`config.mk`:
```
export PLATFORM = sky130hd
export DESIGN_NAME = wdt_two_stage
export DESIGN_NICKNAME = d
export VERILOG_FILES = /design/src/rtl/wdt_pkg.sv /design/src/rtl/wdt_prescaler.sv /design/src/rtl/wdt_counter.sv /design/src/rtl/wdt_status.sv /design/src/rtl/wdt_two_stage.sv
export SDC_FILE = /design/constraint.sdc
export NUM_CORES = 1
export LEC_CHECK = 0
export ABC_AREA = 1
export BUFFER_PORTS_ARGS = -buffer_cell sky130_fd_sc_hd__buf_2
export CAP_MARGIN = 20
export CORE_ASPECT_RATIO = 1.1
export CORE_MARGIN = 2
export CORE_UTILIZATION = 50
export DETAILED_ROUTE_END_ITERATION = 10
export PLACE_DENSITY = 0.76
export SYNTH_ARGS = -nofsm -noshare
export SYNTH_HDL_FRONTEND = slang
export SYNTH_HIERARCHICAL = 1
export SYNTH_SLANG_ARGS = --single-unit
```
`constraint.sdc`:
```
create_clock -name clk_i -period 1.75 [get_ports clk_i]
set_input_delay 0.0875 -clock clk_i [delete_from_list [all_inputs] [get_ports clk_i]]
set_output_delay 0.0875 -clock clk_i [all_outputs]
set_load 0.1 [all_outputs]
```
`src/rtl/wdt_pkg.sv`:
```
package wdt_pkg;
  typedef enum logic [2:0] {
    A_RELOAD = 3'd0,
    A_TMO    = 3'd1,
    A_CTRL   = 3'd2,
    A_STS1   = 3'd3,
    A_STS2   = 3'd4
  } wdt_addr_e;

  localparam int B_NR    = 0;
  localparam int B_SMIEN = 1;
  localparam int B_HALT  = 3;
  localparam int B_SPARE = 9;
  localparam int B_TO    = 3;
  localparam int B_SEC   = 1;
  localparam int B_BOOT  = 2;
  localparam int MIN_TMO = 2;

  function automatic logic [15:0] be_merge(logic [15:0] old_v, logic [15:0] new_v,
                                           logic [1:0] be);
    logic [15:0] r;
    r[7:0]  = be[0] ? new_v[7:0]  : old_v[7:0];
    r[15:8] = be[1] ? new_v[15:8] : old_v[15:8];
    return r;
  endfunction
endpackage

```
`src/rtl/wdt_prescaler.sv`:
```
module wdt_prescaler #(
  parameter int PRESCALE = 1024
) (
  input  logic clk_i,
  input  logic rst_ni,
  output logic tick_o
);
  localparam int PW = (PRESCALE > 1) ? $clog2(PRESCALE) : 1;

  if (PRESCALE <= 1) begin : g_bypass
    assign tick_o = 1'b1;
  end else begin : g_div
    logic [PW-1:0] pre_q;
    assign tick_o = (pre_q == PW'(PRESCALE - 1));
    always_ff @(posedge clk_i or negedge rst_ni) begin
      if (!rst_ni)     pre_q <= '0;
      else if (tick_o) pre_q <= '0;
      else             pre_q <= pre_q + 1'b1;
    end
  end
endmodule

```
`src/rtl/wdt_counter.sv`:
```
module wdt_counter #(
  parameter int TMO_W   = 8,
  parameter int TMO_RST = 4
) (
  input  logic             clk_i,
  input  logic             rst_ni,
  input  logic             tick_i,
  input  logic             halt_i,
  input  logic             reload_i,
  input  logic [TMO_W-1:0] tmo_i,
  output logic [TMO_W-1:0] cnt_o,
  output logic             expire_o
);
  logic run;
  assign run      = tick_i & ~halt_i;
  // reload request wins over an expiry in the same cycle
  assign expire_o = run & (cnt_o == '0) & ~reload_i;

  always_ff @(posedge clk_i or negedge rst_ni) begin
    if (!rst_ni)       cnt_o <= TMO_W'(TMO_RST);
    else if (reload_i) cnt_o <= tmo_i;
    else if (run)      cnt_o <= (cnt_o == '0) ? tmo_i : cnt_o - 1'b1;
  end
endmodule

```
`src/rtl/wdt_status.sv`:
```
module wdt_status (
  input  logic        clk_i,
  input  logic        rst_ni,
  input  logic        por_ni,
  input  logic        expire_i,
  input  logic        smi_en_i,
  input  logic        no_reboot_i,
  input  logic        wr_sts1_i,
  input  logic        wr_sts2_i,
  input  logic [15:0] wdata_i,
  output logic        to_sts_o,
  output logic        sec_sts_o,
  output logic        boot_sts_o,
  output logic        smi_o,
  output logic        rst_req_o
);
  import wdt_pkg::*;

  logic first_exp, second_exp;
  assign first_exp  = expire_i & ~to_sts_o;
  assign second_exp = expire_i & to_sts_o;

  always_ff @(posedge clk_i or negedge rst_ni) begin
    if (!rst_ni) begin
      to_sts_o  <= 1'b0;
      smi_o     <= 1'b0;
      rst_req_o <= 1'b0;
    end else begin
      smi_o     <= first_exp & smi_en_i;
      rst_req_o <= second_exp & ~no_reboot_i;
      if (first_exp)                      to_sts_o <= 1'b1;
      else if (wr_sts1_i && wdata_i[B_TO]) to_sts_o <= 1'b0;
    end
  end

  // sticky flags, power-on reset only
  always_ff @(posedge clk_i or negedge por_ni) begin
    if (!por_ni) begin
      sec_sts_o  <= 1'b0;
      boot_sts_o <= 1'b0;
    end else if (second_exp) begin
      sec_sts_o  <= 1'b1;
      boot_sts_o <= 1'b1;
    end else if (wr_sts2_i) begin
      if (wdata_i[B_SEC])       sec_sts_o  <= 1'b0;
      else if (wdata_i[B_BOOT]) boot_sts_o <= 1'b0;
    end
  end
endmodule

```
`src/rtl/wdt_two_stage.sv`:
```
module wdt_two_stage
  import wdt_pkg::*;
#(
  parameter int PRESCALE = 1024,
  parameter int TMO_W    = 8,
  parameter int TMO_RST  = 4
) (
  input  logic        clk_i,
  input  logic        rst_ni,
  input  logic        por_ni,
  input  logic        lock_i,
  input  logic        reg_we_i,
  input  logic [2:0]  reg_addr_i,
  input  logic [1:0]  reg_be_i,
  input  logic [15:0] reg_wdata_i,
  output logic [15:0] reg_rdata_o,
  output logic        smi_o,
  output logic        rst_req_o
);
  logic             rst_n;
  logic             tick;
  logic [TMO_W-1:0] tmo_q, cnt_q, tmo_masked, tmo_new;
  logic [15:0]      tmo_merged;
  logic             nr_q, smien_q, halt_q, spare_q, nr_eff;
  logic             wr_tmo, wr_ctrl, wr_sts1, wr_sts2, reload_wr, expire;
  logic             to_sts, sec_sts, boot_sts, clr_sec;

  assign rst_n     = rst_ni & por_ni;
  assign nr_eff    = nr_q | lock_i;
  assign reload_wr = reg_we_i && (reg_addr_i == A_RELOAD) && reg_be_i[0];
  assign wr_tmo    = reg_we_i && (reg_addr_i == A_TMO) && (|reg_be_i);
  assign wr_ctrl   = reg_we_i && (reg_addr_i == A_CTRL);
  assign wr_sts1   = reg_we_i && (reg_addr_i == A_STS1) && reg_be_i[0];
  assign wr_sts2   = reg_we_i && (reg_addr_i == A_STS2) && reg_be_i[0];
  assign clr_sec   = wr_sts2 & reg_wdata_i[B_SEC];

  assign tmo_merged = be_merge(16'(tmo_q), reg_wdata_i, reg_be_i);
  assign tmo_masked = tmo_merged[TMO_W-1:0];
  assign tmo_new    = (tmo_masked < TMO_W'(MIN_TMO)) ? TMO_W'(MIN_TMO) : tmo_masked;

  always_ff @(posedge clk_i or negedge rst_n) begin
    if (!rst_n) begin
      tmo_q   <= TMO_W'(TMO_RST);
      nr_q    <= 1'b1;
      smien_q <= 1'b0;
      halt_q  <= 1'b1;
      spare_q <= 1'b0;
    end else begin
      if (wr_tmo) tmo_q <= tmo_new;
      if (wr_ctrl && reg_be_i[0]) begin
        nr_q    <= reg_wdata_i[B_NR];
        smien_q <= reg_wdata_i[B_SMIEN];
        halt_q  <= reg_wdata_i[B_HALT];
      end
      if (wr_ctrl && reg_be_i[1]) spare_q <= reg_wdata_i[B_SPARE];
    end
  end

  wdt_prescaler #(.PRESCALE(PRESCALE)) u_pre (
    .clk_i (clk_i),
    .rst_ni(rst_n),
    .tick_o(tick)
  );

  wdt_counter #(.TMO_W(TMO_W), .TMO_RST(TMO_RST)) u_cnt (
    .clk_i   (clk_i),
    .rst_ni  (rst_n),
    .tick_i  (tick),
    .halt_i  (halt_q),
    .reload_i(reload_wr),
    .tmo_i   (tmo_q),
    .cnt_o   (cnt_q),
    .expire_o(expire)
  );

  wdt_status u_sts (
    .clk_i      (clk_i),
    .rst_ni     (rst_n),
    .por_ni     (por_ni),
    .expire_i   (expire),
    .smi_en_i   (smien_q),
    .no_reboot_i(nr_eff),
    .wr_sts1_i  (wr_sts1),
    .wr_sts2_i  (wr_sts2),
    .wdata_i    (reg_wdata_i),
    .to_sts_o   (to_sts),
    .sec_sts_o  (sec_sts),
    .boot_sts_o (boot_sts),
    .smi_o      (smi_o),
    .rst_req_o  (rst_req_o)
  );

  always_comb begin
    reg_rdata_o = '0;
    case (reg_addr_i)
      A_RELOAD: reg_rdata_o = 16'(cnt_q);
      A_TMO:    reg_rdata_o = 16'(tmo_q);
      A_CTRL: begin
        reg_rdata_o[B_NR]    = nr_eff;
        reg_rdata_o[B_SMIEN] = smien_q;
        reg_rdata_o[B_HALT]  = halt_q;
        reg_rdata_o[B_SPARE] = spare_q;
      end
      A_STS1: reg_rdata_o[B_TO] = to_sts;
      A_STS2: begin
        reg_rdata_o[B_SEC]  = sec_sts;
        reg_rdata_o[B_BOOT] = boot_sts;
      end
      default: reg_rdata_o = '0;
    endcase
  end
endmodule

```
==> Yosys cells after proc, flatten, opt, wreduce, memory -nomap -nowiden <==
Cells that the tools add are included.
{ "totals": {"register_bits": 35, "out_inout_bits": 18, "wordCells": 77} }
{ "classes": {"n_addsub": 2, "magnitude_cmp": 1, "eq_ne": 6, "mux": 21, "n_bitwise": 13, "n_reduce_logical": 22} }
{ "op_table": {"columns": ["cell", "count"], "rows": [
  ["8-bit two-way mux", 5],
  ["1-bit logical AND", 12],
  ["10-bit by 1-bit adder with 10-bit output, second input constant", 1],
  ["10-bit == test, second input constant", 1],
  ["1-bit two-way mux", 10],
  ["10-bit two-way mux", 1],
  ["2-bit nonzero test", 5],
  ["1-bit bitwise AND", 8],
  ["8-bit logical NOT", 1],
  ["8-bit by 2-bit less-than comparator with 1-bit output, second input constant", 1],
  ["1-bit one-hot mux with 4 select lines", 2],
  ["4-bit one-hot mux with 2 select lines", 1],
  ["8-bit by 1-bit subtractor with 8-bit output, second input constant", 1],
  ["3-bit by 2-bit == test with 1-bit output, second input constant", 2],
  ["1-bit one-hot mux with 3 select lines", 2],
  ["1-bit inverter", 4],
  ["3-bit by 1-bit == test with 1-bit output, second input constant", 1],
  ["3-bit == test, second input constant", 1],
  ["3-bit logical NOT", 1],
  ["3-bit AND reduction", 1],
  ["2-bit by 1-bit inequality test with 1-bit output, second input constant", 1],
  ["2-bit AND reduction", 1],
  ["2-bit OR reduction", 1],
  ["1-bit OR", 1]
]} }

==> Logic depth before layout (Yosys ltp) <==
{ "logic_depth": {"word_depth": 8, "ltp_mapped": 11} }

==> By module <==
The synthesis kept the hierarchy.
{ "modules_own_cells": {"columns": ["module", "instances", "cells_each", "area_per_inst_um2", "seq_area_each_um2"], "rows": [
  ["wdt_two_stage", 1, 141, 952.2, 304.0],
  ["wdt_counter", 1, 93, 631.9, 201.4],
  ["wdt_prescaler", 1, 59, 499.2, 250.2],
  ["wdt_status", 1, 21, 191.4, 125.1]
]} }

==> Worst setup path after synthesis <==
OpenSTA, ideal clock, no wires.
{ "synth_path": {"kind": "reg2out", "from": "reg tmo_q[4]", "to": "out reg_rdata_o[4]", "arrival_ns": 2.505, "setup_slack_ns": -0.843, "path_stages_with_launch": 3, "path_buffers": 0, "cell_sequence": "dfrtp_1 -> inv_1 -> o21ai_0"} }
{ "synth_between": {"elab_chain_cells": 1} }
{ "synth_rtl": {"columns": ["element", "line_no", "text"], "rows": [
  ["from (decl)", "wdt_two_stage.sv:22", "logic [TMO_W-1:0] tmo_q, cnt_q, tmo_masked, tmo_new;"],
  ["from (signal assigned)", "wdt_two_stage.sv:43", "tmo_q <= TMO_W'(TMO_RST);"],
  ["from (signal assigned)", "wdt_two_stage.sv:49", "if (wr_tmo) tmo_q <= tmo_new;"],
  ["4-bit one-hot mux with 2 select lines", "wdt_two_stage.sv:95", "case (reg_addr_i)"],
  ["to (decl)", "wdt_two_stage.sv:16", "output logic [15:0] reg_rdata_o,"]
]} }
Every way passes these cells.

==> Worst setup path after layout <==
{ "layout_path": {"from": "reg u_pre.g_div.pre_q[0]", "to": "reg u_sts.smi_o"} }
{ "layout_between": {"elab_chain_cells": 6} }
{ "layout_rtl": {"columns": ["element", "line_no", "text"], "rows": [
  ["from (decl)", "wdt_prescaler.sv:13", "logic [PW-1:0] pre_q;"],
  ["from (signal assigned)", "wdt_prescaler.sv:18", "else pre_q <= pre_q + 1'b1;"],
  ["10-bit == test", "wdt_prescaler.sv:14", "assign tick_o = (pre_q == PW'(PRESCALE - 1));"],
  ["named net tick", "wdt_two_stage.sv:21", "logic tick;"],
  ["1-bit bitwise AND", "wdt_counter.sv:15", "assign run = tick_i & ~halt_i;"],
  ["1-bit bitwise AND (2 in a row)", "wdt_counter.sv:17", "assign expire_o = run & (cnt_o == '0) & ~reload_i;"],
  ["named net expire", "wdt_two_stage.sv:25", "logic wr_tmo, wr_ctrl, wr_sts1, wr_sts2, reload_wr, expire;"],
  ["1-bit bitwise AND", "wdt_status.sv:20", "assign first_exp = expire_i & ~to_sts_o;"],
  ["1-bit bitwise AND", "wdt_status.sv:29", "smi_o <= first_exp & smi_en_i;"],
  ["to (signal assigned)", "wdt_status.sv:29", null],
  ["to (decl)", "wdt_status.sv:14", "output logic smi_o,"]
]} }
The timed path passes the listed nets, and every way through them passes these cells.
A chain may end at the register's enable or synchronous reset.

==> results_dict.tcl <==
set metrics [dict create \
    status "complete, no violations" \
    final_cell_mix "nand2_1, inv_1, dfrtp_1" \
    clock-sinks 35 \
    wl_per_cell_um 11.6 \
    clock.fmax_mhz 612 \
    vias 2015 \
    drc 0 \
    hold_path.startpoint "reg_wdata_i[9]" \
    pre_cts_ws_ns 0.0722 \
    die_width_um 68.3 \
    largest_reg_flops 10 \
    pwr-share-seq_pct 42.1 \
    antenna_found_initial 0 \
    routed_via_density 4.93 \
    yosysSeqAreaShare_pct 38.7 \
    vdd_ir_drop_max_mv 0.651 \
    drive_gt1_share_pct 26.2 \
    routabilityCongestion 0.883 \
    die_area_mm2 0.00511 \
    ant_nets 0 \
    cp_data_arrival_time_ns 1.85 \
    io_pins 44 \
    crit_fanout 4 \
    h-tree-depth 2 \
    startpoint_type "flop" \
    fp.dieH_um 74.7 \
    reg2reg_from "u_pre/g_div.pre_q[0]" \
    dr.first_iter.drc_count 93 \
    async_reset_ff_share_pct 100 \
    clk_path_buf_depth 2 \
    criticalPathCategory "flop to flop" \
    r2r_slack_ns 0.12 \
    synth_edf_count 0 \
    total_power_mw 2.57 \
    synthCells 314 \
    cp.required_ns 1.97 \
    syn-mean-instance-area_um2 7.24 \
    finalWorstSetupSlack_ns 0.116 \
    power.switching_uw 998 \
    grt_max_degree 34 \
    dp_hpwl_um 3660 \
    timing.critical_path.from "u_pre/g_div.pre_q[0]" \
    insertion_delay_ns 0.29 \
    leakagePower_nw 1.46 \
    first_pass_iters 4 \
    clk_pin_slew_ns 0.07 \
    hold_class "input port to flop" \
    drv_slew 0 \
    synth_cell_type_count 35 \
    comb_power_share_pct 32.5 \
    fin_crit_ns 1.63 \
    routed_wl_um 4760 \
    ys_seq_elements 35 \
    final_common_cell "nand2_1" \
    diodes 0 \
    initial_core_util_pct 52.3 \
    max_flop_register "u_pre/g_div.pre_q" \
    maxCapViolCount 0 \
    endpoint_kind "flop" \
    core_area_mm2 0.00435 \
    io_buffers 29 \
    synth_area_mm2 0.00227 \
    grt_use_total_pct 22.7 \
    timing.setup.tns_ns 0 \
    top_regs "u_pre/g_div.pre_q x10, tmo_q x8, u_cnt/cnt_o x8" \
    synth_flop_cell "dfrtp_1" \
    row_count 25 \
    pwr-share-clk_pct 25.3 \
    ff2ff_path_depth 10 \
    area_growth_pct 18.9 \
    hold_depth 3 \
    ys_warn_count 6 \
    first_global_vias 1977 \
    grt_pass1_wl_um 8720 \
    cts_tree "built" \
    min_to "spare_q" \
    grt-ovfl-total 0 \
    holdWs_ns 0.0421 \
    fin_nets 383 \
    root_buffer "clkbuf_8" \
    setup_viol 0 \
    power_density_mw_per_mm2 949 \
    rr_endpoint "u_sts/smi_o" \
    hold_viol_final 0 \
    fin_crit_sh_pct 93.4 \
    final_util_pct 62.2 \
    internal_power_mw 1.57 \
    numCtsBuffers 5 \
    finalClockSkew_ns 0.00527 \
    netSwitchingFraction_pct 38.9 \
]
[cells by family after synthesis]
group | Yosys count | synth area share (%)
other | 1 | 0.165
AO/OA/AOI/OAI | 33 | 10.2
adder cells (fa/ha/maj) | 3 | 1.65
XOR/XNOR | 6 | 2.31
flip-flops | 35 | 38.7
AND/OR/NAND/NOR | 172 | 34.5
buffers and inverters | 64 | 12.5
[per-stage QoR]
| step | area [um2] | cells |
|---|---|---|
| 3_5_place_dp | 2560 | 397 |
| 6_report | 2700 | 409 |
| 5_1_grt | 2700 | 409 |
| 4_1_cts | 2680 | 407 |
| 3_3_place_gp | 2560 | 397 |
| 2_1_floorplan | 2330 | 320 |
[repair_timing]
action	4_1_cts	5_1_grt
endpoints found under the setup margin	0	6
hold endpoints to repair	31	0
hold buffers	2	0
resized for setup	0	3
buffers inserted	0	2
[layer usage]
metal | vias up | global-route usage, % | wire, um
met4 | 0 | 9.33 | 96
met1 | 923 | 27.6 | 2070
li1 | 1041 | - | -
met3 | 8 | 4.78 | 162
met2 | 43 | 38.9 | 2430
met5 | - | 0 | 0
[worst max-delay path: stages, from the launching register on]
cell     delay [ns]
dfrtp_1        0.37
ha_1           0.17
nand2_1        0.07
inv_2          0.09
nand4_2        0.11
inv_2          0.09
nand2_2        0.08
nor4_2         0.24
buf_4          0.16
nand2_1        0.08
nor2_2         0.11
[Yosys cell counts (4+ instances only)]
| cell type | instances | area (um2) |
|---|---|---|
| nand2_1 | 93 | 349 |
| inv_1 | 48 | 180 |
| dfrtp_1 | 31 | 776 |
| nand3_1 | 26 | 130 |
| nor2_1 | 26 | 97.6 |
| o21ai_0 | 11 | 55.1 |
| buf_4 | 9 | 67.6 |
| nand2_2 | 7 | 43.8 |
| o21ai_2 | 7 | 61.3 |
| nor2_2 | 6 | 37.5 |
| a21oi_1 | 5 | 25.0 |
| xor2_1 | 5 | 43.8 |
| dfstp_2 | 4 | 105 |
| inv_2 | 4 | 15.0 |
[worst max-delay path by stage]
stage,endpoint
global placement,u_sts/rst_req_o
CTS,u_sts/smi_o
global route,u_sts/smi_o
floorplan,reg_rdata_o[2]
detailed placement,u_sts/smi_o
finish,u_sts/smi_o
[cell type report]
class	instances	area, um2
inverter	53	200
sequential	35	881
fill	398	1640
tap	54	67.6
multi-input combinational	221	1180
timing repair buffer	38	278
clock buffer	8	100
[power by group through the flow]
stage,registers (mW),logic [mW],clock network [mW]
after global routing,1.10,0.932,0.698
after detailed placement,1.09,0.824,0
after global placement,1.09,0.810,0
final,1.08,0.835,0.651
after floorplan,1.06,0.690,0
after CTS,1.08,0.833,0.674
No activity file was read; power rests on OpenSTA's default activity.
